`src/rtl/ilacc_pkg.sv`:
```
package ilacc_pkg;
    typedef enum logic [1:0] {
        ST_IDLE  = 2'd0,
        ST_TERM  = 2'd1,
        ST_BIAS  = 2'd2,
        ST_DRAIN = 2'd3
    } ilacc_state_e;
endpackage

```
`src/rtl/ilacc_term_sel.sv`:
```
// Forms one signed addend from a pixel or a binary activation and a weight bit.
module ilacc_term_sel #(
    parameter int PIX_W = 8,
    parameter int SUM_W = 16
) (
    input  logic                    hidden,
    input  logic [PIX_W-1:0]        pix,
    input  logic                    act,
    input  logic                    wbit,
    output logic signed [SUM_W-1:0] term
);
    logic signed [PIX_W:0] pos_v;
    logic signed [PIX_W:0] sel_v;

    always_comb begin
        pos_v = {1'b0, pix};
        sel_v = wbit ? pos_v : -pos_v;
        if (hidden) begin
            // match counts 2, mismatch 0; the bias pass removes N_TERMS
            term = (act ~^ wbit) ? SUM_W'(2) : '0;
        end else begin
            term = {{(SUM_W-PIX_W-1){sel_v[PIX_W]}}, sel_v};
        end
    end
endmodule

```
`src/rtl/ilacc_adder_pipe.sv`:
```
// Latency model of the shared adder: the sum enters at stage 0 and emerges DEPTH stages later.
module ilacc_adder_pipe #(
    parameter int SUM_W = 16,
    parameter int TAG_W = 8,
    parameter int DEPTH = 4
) (
    input  logic                    clk,
    input  logic                    rst_n,
    input  logic                    in_vld,
    input  logic [TAG_W-1:0]        in_tag,
    input  logic signed [SUM_W-1:0] op_a,
    input  logic signed [SUM_W-1:0] op_b,
    output logic                    out_vld,
    output logic [TAG_W-1:0]        out_tag,
    output logic signed [SUM_W-1:0] out_sum
);
    logic                    vld_q [DEPTH];
    logic [TAG_W-1:0]        tag_q [DEPTH];
    logic signed [SUM_W-1:0] sum_q [DEPTH];

    always_ff @(posedge clk or negedge rst_n) begin
        if (!rst_n) begin
            for (int i = 0; i < DEPTH; i++) begin
                vld_q[i] <= 1'b0;
                tag_q[i] <= '0;
                sum_q[i] <= '0;
            end
        end else begin
            vld_q[0] <= in_vld;
            tag_q[0] <= in_tag;
            sum_q[0] <= op_a + op_b;
            for (int i = 1; i < DEPTH; i++) begin
                vld_q[i] <= vld_q[i-1];
                tag_q[i] <= tag_q[i-1];
                sum_q[i] <= sum_q[i-1];
            end
        end
    end

    assign out_vld = vld_q[DEPTH-1];
    assign out_tag = tag_q[DEPTH-1];
    assign out_sum = sum_q[DEPTH-1];
endmodule

```
`src/rtl/ilacc_psum_rf.sv`:
```
// One partial-sum slot per interleaved neuron.
module ilacc_psum_rf #(
    parameter int SUM_W = 16,
    parameter int L     = 5,
    localparam int SLW  = $clog2(L)
) (
    input  logic                    clk,
    input  logic                    rst_n,
    input  logic [SLW-1:0]          rd_idx,
    output logic signed [SUM_W-1:0] rd_data,
    input  logic                    wr_en,
    input  logic [SLW-1:0]          wr_idx,
    input  logic signed [SUM_W-1:0] wr_data
);
    logic signed [SUM_W-1:0] slots [L];

    for (genvar i = 0; i < L; i++) begin : g_slot
        logic signed [SUM_W-1:0] q;
        always_ff @(posedge clk or negedge rst_n) begin
            if (!rst_n) begin
                q <= '0;
            end else if (wr_en && wr_idx == SLW'(i)) begin
                q <= wr_data;
            end
        end
        assign slots[i] = q;
    end

    assign rd_data = slots[rd_idx];
endmodule

```
`src/rtl/ilacc_layer.sv`:
```
module ilacc_layer #(
    parameter int L       = 5,
    parameter int N_NODES = 10,
    parameter int N_TERMS = 4,
    parameter int PIX_W   = 8,
    parameter int SUM_W   = 16,
    localparam int N_GROUPS = N_NODES / L,
    localparam int SLW      = $clog2(L),
    localparam int NIW      = $clog2(N_NODES),
    localparam int TIW      = (N_TERMS > 1) ? $clog2(N_TERMS) : 1,
    localparam int GW       = (N_GROUPS > 1) ? $clog2(N_GROUPS) : 1,
    localparam int TAG_W    = 1 + SLW + NIW
) (
    input  logic                    clk,
    input  logic                    rst_n,
    input  logic                    start,
    input  logic                    hidden_mode,
    output logic                    busy,
    output logic                    done,
    output logic [NIW-1:0]          node_idx,
    output logic [TIW-1:0]          term_idx,
    input  logic [PIX_W-1:0]        pix_data,
    input  logic                    act_data,
    input  logic                    w_bit,
    input  logic signed [SUM_W-1:0] bias_data,
    output logic                    act_valid,
    output logic [NIW-1:0]          act_node,
    output logic                    act_out
);
    import ilacc_pkg::*;

    ilacc_state_e state_q, state_d;
    logic            mode_q;
    logic [SLW-1:0]  slot_q;
    logic [TIW-1:0]  term_q;
    logic [GW-1:0]   group_q;

    logic slot_last, term_last, group_last;
    logic issue, fin;
    logic signed [SUM_W-1:0] op_a, op_b, term_val, rf_rd, bias_adj;
    logic                    out_vld;
    logic [TAG_W-1:0]        out_tag;
    logic signed [SUM_W-1:0] out_sum;

    assign slot_last  = (slot_q == SLW'(L-1));
    assign term_last  = (term_q == TIW'(N_TERMS-1));
    assign group_last = (group_q == GW'(N_GROUPS-1));
    assign node_idx   = NIW'(group_q) * NIW'(L) + NIW'(slot_q);
    assign term_idx   = term_q;
    assign busy       = (state_q != ST_IDLE);
    assign done       = act_valid && (act_node == NIW'(N_NODES-1));

    // state register
    always_ff @(posedge clk or negedge rst_n) begin
        if (!rst_n) state_q <= ST_IDLE;
        else        state_q <= state_d;
    end

    always_comb begin
        state_d = state_q;
        unique case (state_q)
            ST_IDLE:  if (start) state_d = ST_TERM;
            ST_TERM:  if (slot_last && term_last) state_d = ST_BIAS;
            ST_BIAS:  if (slot_last) state_d = group_last ? ST_DRAIN : ST_TERM;
            ST_DRAIN: if (done) state_d = ST_IDLE;
        endcase
    end

    // schedule counters
    always_ff @(posedge clk or negedge rst_n) begin
        if (!rst_n) begin
            mode_q  <= 1'b0;
            slot_q  <= '0;
            term_q  <= '0;
            group_q <= '0;
        end else begin
            unique case (state_q)
                ST_IDLE: if (start) begin
                    mode_q  <= hidden_mode;
                    slot_q  <= '0;
                    term_q  <= '0;
                    group_q <= '0;
                end
                ST_TERM: if (slot_last) begin
                    slot_q <= '0;
                    term_q <= term_last ? '0 : term_q + TIW'(1);
                end else begin
                    slot_q <= slot_q + SLW'(1);
                end
                ST_BIAS: if (slot_last) begin
                    slot_q  <= '0;
                    group_q <= group_q + GW'(1);
                end else begin
                    slot_q <= slot_q + SLW'(1);
                end
                ST_DRAIN: ;
            endcase
        end
    end

    ilacc_term_sel #(.PIX_W(PIX_W), .SUM_W(SUM_W)) u_term (
        .hidden (mode_q),
        .pix    (pix_data),
        .act    (act_data),
        .wbit   (w_bit),
        .term   (term_val)
    );

    assign bias_adj = bias_data - (mode_q ? SUM_W'(N_TERMS) : '0);

    // issue outputs
    always_comb begin
        issue = 1'b0;
        fin   = 1'b0;
        op_a  = rf_rd;
        op_b  = term_val;
        unique case (state_q)
            ST_IDLE, ST_DRAIN: ;
            ST_TERM: begin
                issue = 1'b1;
                if (term_q == '0) op_a = '0;   // fresh slot for a new group
            end
            ST_BIAS: begin
                issue = 1'b1;
                fin   = 1'b1;
                op_b  = bias_adj;
            end
        endcase
    end

    ilacc_adder_pipe #(.SUM_W(SUM_W), .TAG_W(TAG_W), .DEPTH(L-1)) u_add (
        .clk     (clk),
        .rst_n   (rst_n),
        .in_vld  (issue),
        .in_tag  ({fin, slot_q, node_idx}),
        .op_a    (op_a),
        .op_b    (op_b),
        .out_vld (out_vld),
        .out_tag (out_tag),
        .out_sum (out_sum)
    );

    // accumulator register closes the loop: write-back and activation share this edge
    ilacc_psum_rf #(.SUM_W(SUM_W), .L(L)) u_rf (
        .clk     (clk),
        .rst_n   (rst_n),
        .rd_idx  (slot_q),
        .rd_data (rf_rd),
        .wr_en   (out_vld),
        .wr_idx  (out_tag[NIW +: SLW]),
        .wr_data (out_sum)
    );

    always_ff @(posedge clk or negedge rst_n) begin
        if (!rst_n) begin
            act_valid <= 1'b0;
            act_node  <= '0;
            act_out   <= 1'b0;
        end else begin
            act_valid <= out_vld && out_tag[TAG_W-1];
            act_node  <= out_tag[NIW-1:0];
            act_out   <= ~out_sum[SUM_W-1];
        end
    end

    // one input term is shared by the whole group
    a_r3_term_hold: assert property (@(posedge clk) disable iff (!rst_n)
        (state_q == ST_TERM && slot_q != '0) |-> $stable(term_idx));

    // activations leave in ascending node order
    a_r8_node_order: assert property (@(posedge clk) disable iff (!rst_n)
        act_valid |=> (!act_valid || act_node == $past(act_node) + NIW'(1)));

    // done ends the layer
    a_r9_done_to_idle: assert property (@(posedge clk) disable iff (!rst_n)
        done |=> !busy);

    // busy never drops before done
    a_r2_busy_hold: assert property (@(posedge clk) disable iff (!rst_n)
        (busy && !done) |=> busy);
endmodule

```
`config.mk`:
```
export PLATFORM = sky130hd
export DESIGN_NAME = ilacc_layer
export DESIGN_NICKNAME = d
export VERILOG_FILES = /design/src/rtl/ilacc_pkg.sv /design/src/rtl/ilacc_term_sel.sv /design/src/rtl/ilacc_adder_pipe.sv /design/src/rtl/ilacc_psum_rf.sv /design/src/rtl/ilacc_layer.sv
export SDC_FILE = /design/constraint.sdc
export NUM_CORES = 1
export LEC_CHECK = 0
export ABC_AREA = 1
export BUFFER_PORTS_ARGS = -buffer_cell sky130_fd_sc_hd__buf_2
export CAP_MARGIN = 15
export CORE_MARGIN = 3
export CORE_UTILIZATION = 30
export CTS_BUF_LIST = sky130_fd_sc_hd__clkbuf_8
export CTS_CLUSTER_SIZE = 24
export DETAILED_ROUTE_END_ITERATION = 8
export GPL_TIMING_DRIVEN = 1
export PLACE_DENSITY = 0.51
export SETUP_SLACK_MARGIN = 0.5
export SKIP_LAST_GASP = 1
export SLEW_MARGIN = 10
export SYNTH_ARGS = -nofsm -noshare
export SYNTH_HDL_FRONTEND = slang
export SYNTH_SLANG_ARGS = --single-unit
```
`constraint.sdc`:
```
create_clock -name clk -period 2.3 [get_ports clk]
set_input_delay 0.345 -clock clk [delete_from_list [all_inputs] [get_ports clk]]
set_output_delay 0.345 -clock clk [all_outputs]
set_load 0.02 [all_outputs]
```
==> impl_metrics.env <==
export IMPL_layout_nets=1059
export IMPL_slowest_delay_ns=0.47
export IMPL_die_h_um=171
export IMPL_cts_tree="yes"
export IMPL_skew_ns=0.0177
export IMPL_p_leak_nw=5.02
export IMPL_place_congestion=0.784
export IMPL_grt_max_degree=69
export IMPL_max_slew_margin_pct=61.3
export IMPL_max_clock_freq_ghz=0.408
export IMPL_first_pass_iters=7
export IMPL_io_buffers=43
export IMPL_rsz0062_at_grt="yes"
export IMPL_gr_total_overflow=0
export IMPL_clk_path_buf_depth=2
export IMPL_holdPathEnd="mode_q"
export IMPL_ios=44
export IMPL_antenna_cells=0
export IMPL_grt_pass1_wl_mm=31.9
export IMPL_crit_slowest_cell="dfrtp_2"
export IMPL_ys_seq_area_share_pct=59.6
export IMPL_grt_util_all_layers_pct=13.8
export IMPL_ys_warn_count=0
export IMPL_rr_startpoint="slot_q[0]"
export IMPL_vias=6147
export IMPL_ys_types=36
export IMPL_path_buf_inv=3
export IMPL_syn_area_um2=8190
export IMPL_synth_simple_gate_area_share_pct=14.9
export IMPL_path_cells="buf_8 -> nor3_4 -> buf_6 -> buf_4 -> a22oi_2 -> nor2_1 -> ha_1 -> nand2_2 -> o21a_1 -> nand2_1 -> a21oi_1 -> nand3_1 -> nand2_1"
export IMPL_hp_class="in2reg"
export IMPL_clkSlewWorstSetupHoldPaths_ns=0.11
export IMPL_synth_top_family_by_area="simple AND/OR/NAND/NOR gates"
export IMPL_ir_drop_mv=0.282
export IMPL_start_util_pct=31.0
export IMPL_antenna_found_initial=0
export IMPL_synth_adder_area_share_pct=4.83
export IMPL_die_area_um2=29300
export IMPL_rows=59
export IMPL_routed_wl_mm=19.5
export IMPL_synth_compound_area_share_pct=14.0
export IMPL_ant_nets=0
export IMPL_muxShareOfSynthArea_pct=0
export IMPL_synth_fp_nets=908
export IMPL_setup_worst_path_start_class="register"
export IMPL_setup_ws_ns=-0.149
export IMPL_syn_area_per_cell_um2=9.67
export IMPL_finalHoldViolCount=0
export IMPL_violations="negative setup slack"
export IMPL_timing_final_crit_share_pct=106
export IMPL_path_class="reg2reg"
export IMPL_routed_via_density=4.57
export IMPL_r2r_slack_ns=-0.15
export IMPL_layout_drive_gt1_share_pct=28.8
export IMPL_report_final_slew_viol_count=0
export IMPL_status="finished with violations"
export IMPL_htree_levels=4
export IMPL_r2r_end="u_add.sum_q[63]"
export IMPL_post_place_ws_ns=-0.288
export IMPL_path_common_cell="nand2_1"
export IMPL_cts_sinks=195
export IMPL_syn_inst=847
export IMPL_wl_per_cell_um=14.5
export IMPL_powerDensity_nw_per_um2=541
export IMPL_critPathMaxFanout=6
export IMPL_worstPathArrival_ns=2.85
export IMPL_path_depth=13
export IMPL_fin_crit_ns=2.45
export IMPL_drc_errors=0
export IMPL_drtIter0Drc=342
export IMPL_layout_commonest_cell="dfrtp_1"
export IMPL_area_delta_synth_final_pct=30.0
export IMPL_setup_viol=12
export IMPL_cts_root_buf="clkbuf_8"
export IMPL_whs_path_depth=3
export IMPL_tightestPinTransition_ns=0.581
export IMPL_core_um2=26400
export IMPL_die_width_um=171
export IMPL_layout_common_cells="192 x dfrtp_1, 149 x nand2_1, 119 x o21ai_0, 102 x buf_4, 74 x nor2_1"
export IMPL_crit_family="simple AND/OR/NAND/NOR gates"
export IMPL_cp_end_kind="register"
export IMPL_clk_latency_ns=0.47
export IMPL_maxCapViolations=0
export IMPL_hold_start="hidden_mode"
export IMPL_worstPathRequired_ns=2.71
export IMPL_dpl_cell_area_um2=9680
export IMPL_grt_pass1_vias=5844
export IMPL_hpwl_mm=13.7
export IMPL_cts_buffers=17
export IMPL_synth_seq_cells=195
export IMPL_stdcell_area_um2=10600
export IMPL_yosys_area_share_xor_xnor_pct=1.93
export IMPL_r2r_cells=13
-- worst reg2reg max path, stage by stage, from the launching register on --
cell and delay (ns):
dfrtp_2 0.47, buf_8 0.17, nor3_4 0.24, buf_6 0.17, buf_4 0.14, a22oi_2 0.10, nor2_1 0.19, ha_1 0.31
nand2_2 0.13, o21a_1 0.16, nand2_1 0.06, a21oi_1 0.11, nand3_1 0.09, nand2_1 0.06
-- kinds of logic after synthesis --
group	count (synthesis)
AND/OR/NAND/NOR	294
adder cells (fa/ha/maj)	31
flip-flops	195
AO/OA/AOI/OAI	211
buffers and inverters	98
XOR/XNOR	18
-- sequential cells by signal, indices dropped and copies added, names as in the netlist, 2 cells and up --
name,flops
u_rf.g_slot.q,80
act_node,4
u_add.sum_q,48
u_add.out_tag,8
u_add.vld_q,3
slot_q,3
term_idx,2
state_q,2
u_add.tag_q,24
u_add.out_sum,16
-- where the power goes --
group / switching (mW) / internal [mW]
sequential: 0.00200 / 3.43
combinational: 0.129 / 0.0769
clock: 1.32 / 0.800
-- timing repair --
| action | CTS | global route |
|---|---|---|
| setup endpoints to repair | 22 | 23 |
| hold buffers | 1 | 0 |
| gates cloned | 1 | 0 |
| setup buffers | 10 | 9 |
| hold endpoints to repair | 63 | 0 |
| pin swaps | 25 | 27 |
| gates resized for setup | 62 | 48 |
-- per-stage QoR --
step / std cells / util (%) / hold WS (ns) / total power, mW / TNS [ns]
floorplan: 847 / - / 0.0494 / 3.55 / 0
global placement: 1293 / 36.6 / 0.331 / 3.71 / -2.04
detailed placement: 1293 / 36.6 / 0.335 / 3.71 / -2.11
CTS: 1336 / 39.3 / 0.0827 / 5.83 / -1.06
global route: 1345 / 40.3 / 0.0756 / 6.00 / -2.90
finish: 1345 / 40.3 / 0.113 / 5.76 / -0.965
-- layout make-up --
type / instances / area (um^2)
timing repair buffer: 163 / 1310
clock inverter: 14 / 135
inverter: 67 / 259
clock buffer: 17 / 234
sequential: 195 / 4880
multi-input combinational: 554 / 3400
fill: 2587 / 15800
tap: 335 / 419
-- layer usage --
metal	vias up	track usage, %	routed length, um
met3	16	2.28	533
met4	0	3.57	178
li1	3123	-	-
met5	-	0	0
met2	81	21.0	8880
met1	2927	20.6	9940
-- cells in the mapped netlist --
library cell  count  area (um^2)
inv_1            63          236
fa_1              1         20.0
nor2_2            2         12.5
nand3b_1          4         30.0
a31oi_1           4         25.0
inv_2             2         7.51
a21o_1            1         7.51
a22oi_1          15          113
nor3_2            2         20.0
ha_1             30          375
nor2_1           82          308
a21oi_1          28          140
nor4_1            2         12.5
nand2_1         160          601
nor3_1            3         15.0
dfrtp_1         195         4880
nand4_1           2         12.5
nand3_1          33          165
clkbuf_2          2         10.0
xnor2_1           5         43.8
o21ai_0         137          686
buf_4             4         30.0
buf_2             4         20.0
clkinv_1          2         7.51
o21a_1            3         22.5
nor3_4            1         16.3
xor2_1           13          114
o22ai_1          19          119
clkbuf_1         20         75.1
o211ai_1          1         7.51
nor4_2            1         12.5
o32ai_1           2         17.5
buf_1             1         3.75
a31o_2            1         8.76
or2_2             1         6.26
nand2_2           1         6.26
-- how the worst max path moves through the flow --
stage | end | start | slack (ns)
CTS | u_add.sum_q[63] | slot_q[0] | -0.18
finish | u_add.sum_q[63] | slot_q[0] | -0.15
floorplan | u_add.sum_q[61] | mode_q | 0.06
detailed placement | u_add.sum_q[63] | bias_data[2] | -0.29
global placement | u_add.sum_q[63] | bias_data[2] | -0.27
global route | u_add.sum_q[63] | mode_q | -0.32
No activity file was read; power rests on OpenSTA's default activity.
